**config.mk**
```make
export PLATFORM = sky130hd
export DESIGN_NAME = flash_poll_ctrl
export DESIGN_NICKNAME = d
export VERILOG_FILES = /design/src/rtl/flash_poll_pkg.sv /design/src/rtl/poll_eval.sv /design/src/rtl/poll_limit.sv /design/src/rtl/flash_poll_ctrl.sv
export SDC_FILE = /design/constraint.sdc
export NUM_CORES = 1
export LEC_CHECK = 0
export BUFFER_PORTS_ARGS = -buffer_cell sky130_fd_sc_hd__buf_2
export CORE_MARGIN = 1.5
export CORE_UTILIZATION = 41
export DETAILED_ROUTE_END_ITERATION = 16
export PLACE_DENSITY = 0.59
export SYNTH_ARGS = -nofsm -noshare
export SYNTH_HDL_FRONTEND = slang
export SYNTH_SLANG_ARGS = --single-unit
export TNS_END_PERCENT = 20
```
**constraint.sdc**
```tcl
create_clock -name clk -period 2.6 [get_ports clk]
set_input_delay 0.52 -clock clk [delete_from_list [all_inputs] [get_ports clk]]
set_output_delay 0.52 -clock clk [all_outputs]
set_load 0.05 [all_outputs]
```
**src/rtl/flash_poll_pkg.sv**
```systemverilog
package flash_poll_pkg;
   typedef enum logic [2:0] {
      PH_DP_FIRST,
      PH_DP_RECHECK,
      PH_TG_REF,
      PH_TG_CMP,
      PH_TG_RE1,
      PH_TG_RE2
   } phase_t;

   typedef enum logic [1:0] {
      DEC_MORE,
      DEC_PASS,
      DEC_FAIL
   } dec_t;

   typedef enum logic {
      ST_IDLE,
      ST_READ
   } state_t;
endpackage

```
**src/rtl/poll_eval.sv**
```systemverilog
module poll_eval
   import flash_poll_pkg::*;
#(
   parameter int DW       = 8,
   parameter int POLL_BIT = 7,
   parameter int TOG_BIT  = 6,
   parameter int ERR_BIT  = 5
) (
   input  phase_t          phase,
   input  logic [DW-1:0]   sample,
   input  logic            prev_tog,
   input  logic            exp_bit,
   output dec_t            dec,
   output phase_t          nxt_phase
);
   generate
      if (POLL_BIT >= DW || TOG_BIT >= DW || ERR_BIT >= DW) begin : g_bad_bits
         $error("poll_eval: status bit index outside data width");
      end
   endgenerate

   logic poll_ok, tog_same, err_seen;
   assign poll_ok  = (sample[POLL_BIT] == exp_bit);
   assign tog_same = (sample[TOG_BIT] == prev_tog);
   assign err_seen = sample[ERR_BIT];

   logic unused_bits;
   assign unused_bits = ^sample;

   always_comb begin
      dec       = DEC_MORE;
      nxt_phase = phase;
      case (phase)
         PH_DP_FIRST: begin
            if (poll_ok)       dec = DEC_PASS;
            else if (err_seen) nxt_phase = PH_DP_RECHECK;
         end
         PH_DP_RECHECK: dec = poll_ok ? DEC_PASS : DEC_FAIL;
         PH_TG_REF:     nxt_phase = PH_TG_CMP;
         PH_TG_CMP: begin
            if (tog_same)      dec = DEC_PASS;
            else if (err_seen) nxt_phase = PH_TG_RE1;
         end
         PH_TG_RE1:     nxt_phase = PH_TG_RE2;
         PH_TG_RE2:     dec = tog_same ? DEC_PASS : DEC_FAIL;
         default:       dec = DEC_FAIL;
      endcase
   end
endmodule

```
**src/rtl/poll_limit.sv**
```systemverilog
module poll_limit #(
   parameter int MAX_POLLS = 1024
) (
   input  logic clk,
   input  logic rst_n,
   input  logic clear,
   input  logic step,
   output logic last
);
   localparam int LIM = (MAX_POLLS == 0) ? 1 : MAX_POLLS;
   localparam int CW  = $clog2(LIM + 1);

   generate
      if (MAX_POLLS < 0) begin : g_bad_lim
         $error("poll_limit: MAX_POLLS must not be negative");
      end
      if (MAX_POLLS == 0) begin : g_no_limit
         logic unused_in;
         assign unused_in = ^{clk, rst_n, clear, step};
         assign last = 1'b0;
      end else begin : g_limit
         logic [CW-1:0] cnt;
         always_ff @(posedge clk or negedge rst_n) begin
            if (!rst_n)     cnt <= '0;
            else if (clear) cnt <= '0;
            else if (step)  cnt <= cnt + 1'b1;
         end
         assign last = step && (cnt == CW'(LIM - 1));

         assert_cnt_bound_R10: assert property (@(posedge clk) disable iff (!rst_n)
            cnt <= CW'(LIM));
      end
   endgenerate
endmodule

```
**src/rtl/flash_poll_ctrl.sv**
```systemverilog
module flash_poll_ctrl
   import flash_poll_pkg::*;
#(
   parameter int DW        = 8,
   parameter int POLL_BIT  = 7,
   parameter int TOG_BIT   = 6,
   parameter int ERR_BIT   = 5,
   parameter int MAX_POLLS = 1024
) (
   input  logic          clk,
   input  logic          rst_n,
   input  logic          start,
   input  logic          toggle_mode,
   input  logic          erase_op,
   input  logic          prog_bit,
   output logic          rd_req,
   input  logic          rd_valid,
   input  logic [DW-1:0] rd_data,
   output logic          busy,
   output logic          done,
   output logic          pass,
   output logic          timed_out
);
   state_t state;
   phase_t phase, nxt_phase;
   dec_t   dec;
   logic   prev_tog, exp_q, done_q, pass_q, to_q, last_read;
   logic   accept, launch;

   assign accept = (state == ST_READ) && rd_valid;
   assign launch = (state == ST_IDLE) && start;

   poll_eval #(
      .DW(DW), .POLL_BIT(POLL_BIT), .TOG_BIT(TOG_BIT), .ERR_BIT(ERR_BIT)
   ) u_eval (
      .phase(phase), .sample(rd_data), .prev_tog(prev_tog), .exp_bit(exp_q),
      .dec(dec), .nxt_phase(nxt_phase)
   );

   poll_limit #(.MAX_POLLS(MAX_POLLS)) u_limit (
      .clk(clk), .rst_n(rst_n), .clear(launch), .step(accept), .last(last_read)
   );

   always_ff @(posedge clk or negedge rst_n) begin
      if (!rst_n) begin
         state    <= ST_IDLE;
         phase    <= PH_DP_FIRST;
         prev_tog <= 1'b0;
         exp_q    <= 1'b0;
         done_q   <= 1'b0;
         pass_q   <= 1'b0;
         to_q     <= 1'b0;
      end else begin
         done_q <= 1'b0;
         case (state)
            ST_IDLE: if (start) begin
               state  <= ST_READ;
               phase  <= toggle_mode ? PH_TG_REF : PH_DP_FIRST;
               exp_q  <= erase_op | prog_bit;
               pass_q <= 1'b0;
               to_q   <= 1'b0;
            end
            ST_READ: if (rd_valid) begin
               prev_tog <= rd_data[TOG_BIT];
               if (dec == DEC_PASS) begin
                  state  <= ST_IDLE;
                  done_q <= 1'b1;
                  pass_q <= 1'b1;
               end else if (dec == DEC_FAIL) begin
                  state  <= ST_IDLE;
                  done_q <= 1'b1;
               end else if (last_read) begin
                  state  <= ST_IDLE;
                  done_q <= 1'b1;
                  to_q   <= 1'b1;
               end else begin
                  phase <= nxt_phase;
               end
            end
            default: state <= ST_IDLE;
         endcase
      end
   end

   assign rd_req    = (state == ST_READ);
   assign busy      = (state == ST_READ);
   assign done      = done_q;
   assign pass      = pass_q;
   assign timed_out = to_q;

   assert_done_pulse_R11: assert property (@(posedge clk) disable iff (!rst_n)
      done |=> !done);
   assert_done_idle_R11: assert property (@(posedge clk) disable iff (!rst_n)
      done |-> !busy);
   assert_req_held_R2: assert property (@(posedge clk) disable iff (!rst_n)
      (rd_req && !rd_valid) |=> rd_req);
   assert_timeout_fail_R10: assert property (@(posedge clk) disable iff (!rst_n)
      (done && timed_out) |-> !pass);
   assert_busy_start_R11: assert property (@(posedge clk) disable iff (!rst_n)
      (busy && start && !rd_valid) |=> (busy && $stable(phase)));
endmodule

```
==> run metrics <==
antenna viol nets, final=0; Final Skew=1.29 ps; crit path kind=register to register; total CTS buffers=3; via count=910; DP HPWL=1670 µm; status=finished clean; layout cells sized above 1=0.167; Via density=5.83; Max Clock Freq=552 MHz; setup TNS=0 ps; Area Growth Syn to Fin=8.98%; slowest CP cell=or4_1; final cell count without fillers=156; clk_lat worst skew=300 ps; Final Setup Violations=0; Tightest Pin Transition=461 ps; vias in the first global route=884; Cell Rows=18; Root Buffer=clkbuf_4; ant diodes=0; Synthesized Nets=130; critical path's largest stage delay=500 ps; placed cells=153; Rel. slew slack=0.692; crit-path cells=ha_1, and4_1, and4_4, or4_1, o31ai_1; Post-synth top cells=20 x dfrtp_1, 15 x nand2_1, 10 x o21ai_0, 9 x nor2_1; Hold Vio Cnt, Final=0; Final GP Congestion=0.756; Wirelength per Cell=14.9 µm; Die Footprint=2930 µm²; Distinct cells, synth=38; global-route wire length before repair=3900 µm; final WL=2320 µm; Reg2Reg Depth=5; Die Wd=54.1 µm; initial antenna violation count=0; buffer count from post-CTS setup fixing=0; CP endpoint kind=register; RSZ-0062 raised after global routing=no; final core utilization=0.472; pwr dens=934 nW/µm²; critical path's top delay family=simple AND/OR/NAND/NOR gates; Req. time, crit path=2810 ps; critical path arrival=2020 ps; WHS=154 ps; CTS tree=yes; Post-synth EDFFs=0; number of max-cap violations=0; Main synth FF type=dfrtp_1; Max VDD drop=0.000420 V; Synth area leader=dfrtp_1; largest net degree at the start of global routing=21; DRC viols=0; starting density of the core=0.433; synthesized area per cell=9.41 µm²; post-synth top area share=0.467; Levels on crit path=5; clock buffer depth=2; Syn Std Cell Area=1070 µm²; clock sink total=20; hold-fix buffers at CTS=0; cts repair resizes=0; Synth Instances=114; CTS HTree Levels=1; Async SR Flop Fraction=1.00; Nets=144; total grt overflow=0; worst-path fanout max=8; #FFs+latches synth=20; Buf/Inv on CP=0; CTS clk-pin slew, worst paths=110 ps; initial drt markers=15; largest cells by area after synthesis=dfrtp_1 47%, nand2_1 5.3%, o21ai_0 4.7%; Top Ports=20; fin crit period=1810 ps; final slew viol count=0; Core Box Area=2480 µm²; Final period util=0.697; Yosys warnings=0; CP startpoint kind=register; Die Y=54.1 µm; Worst Hold Class=input port to async pin; IO buf count=14; most frequent cell after synthesis=dfrtp_1; Total Routing Usage GR=0.187; Leak=0.546 nW; DRT Pass-1 Iters=4; Seq/Total Area, Yosys=0.467
[sequential cells by signal, indices dropped and copies added, names as in the netlist]
register             flops
busy                     1
done                     1
exp_q                    1
pass                     1
phase                    3
prev_tog                 1
timed_out                1
u_limit.g_limit.cnt     11
[cells by family after synthesis]
logic type / synth area share
simple gates: 0.226
xor+xnor: 0.0327
flops: 0.467
compound gates: 0.191
mux: 0.0187
fa+ha+maj: 0.0117
buf+inv: 0.0525
[power breakdown]
part | switching, mW | internal, mW | leakage [nW]
Sequential | 0.0902 | 0.390 | 0.261
Combinational | 0.312 | 0.154 | 0.271
Clock | 0.0918 | 0.0540 | 0.0138
Total | 0.494 | 0.598 | 0.546
[through the flow]
stage	area [µm²]	power, mW	setup slack [ps]
6_report	1170	1.09	789
4_1_cts	1170	1.10	784
2_1_floorplan	1070	0.834	753
3_3_place_gp	1150	0.940	796
3_5_place_dp	1150	0.950	770
5_1_grt	1170	1.18	676
[placed cells by master (no fill, tap or decap), drive strengths merged, types with 4 or more instances in the layout]
cell and count:
nor2 9, xor2 4, buf 15, o21ai 10, nand2 15, dfrtp 20, inv 4, nand3 4
[layer usage]
metal / vias up / routed length [µm] / global-route usage / part of all wire
li1: 438 / - / - / -
met1: 447 / 987 / 0.221 / 0.42
met2: 21 / 1190 / 0.323 / 0.51
met3: 4 / 121 / 0.0417 / 0.052
met4: 0 / 27 / 0.0750 / 0.012
met5: - / 0 / 0 / 0
[worst register-to-register path, stage by stage (launching register included)]
cell,delay (ps)
dfrtp_1,420
ha_1,230
and4_1,260
and4_4,240
or4_1,500
o31ai_1,80
[area by class of cell]
cell class | instances | area [µm²]
clock buffer | 3 | 22.5
fill | 251 | 1310
inverter | 4 | 15.0
multi-input combinational | 84 | 515
sequential | 20 | 500
tap | 30 | 37.5
timing repair buffer | 15 | 77.6
[worst paths after layout]
path	start	endpoint	slack (ps)
max	u_limit.g_limit.cnt[0]	phase[0]	790
min	rst_n	phase[0]	150
max reg2reg	u_limit.g_limit.cnt[0]	phase[0]	790
min reg2reg	u_limit.g_limit.cnt[6]	u_limit.g_limit.cnt[6]	480
max in group asynchronous	rst_n	u_limit.g_limit.cnt[0]	2130
min in group clk	rd_data[6]	prev_tog	440
(Power assumes the default switching activity.)
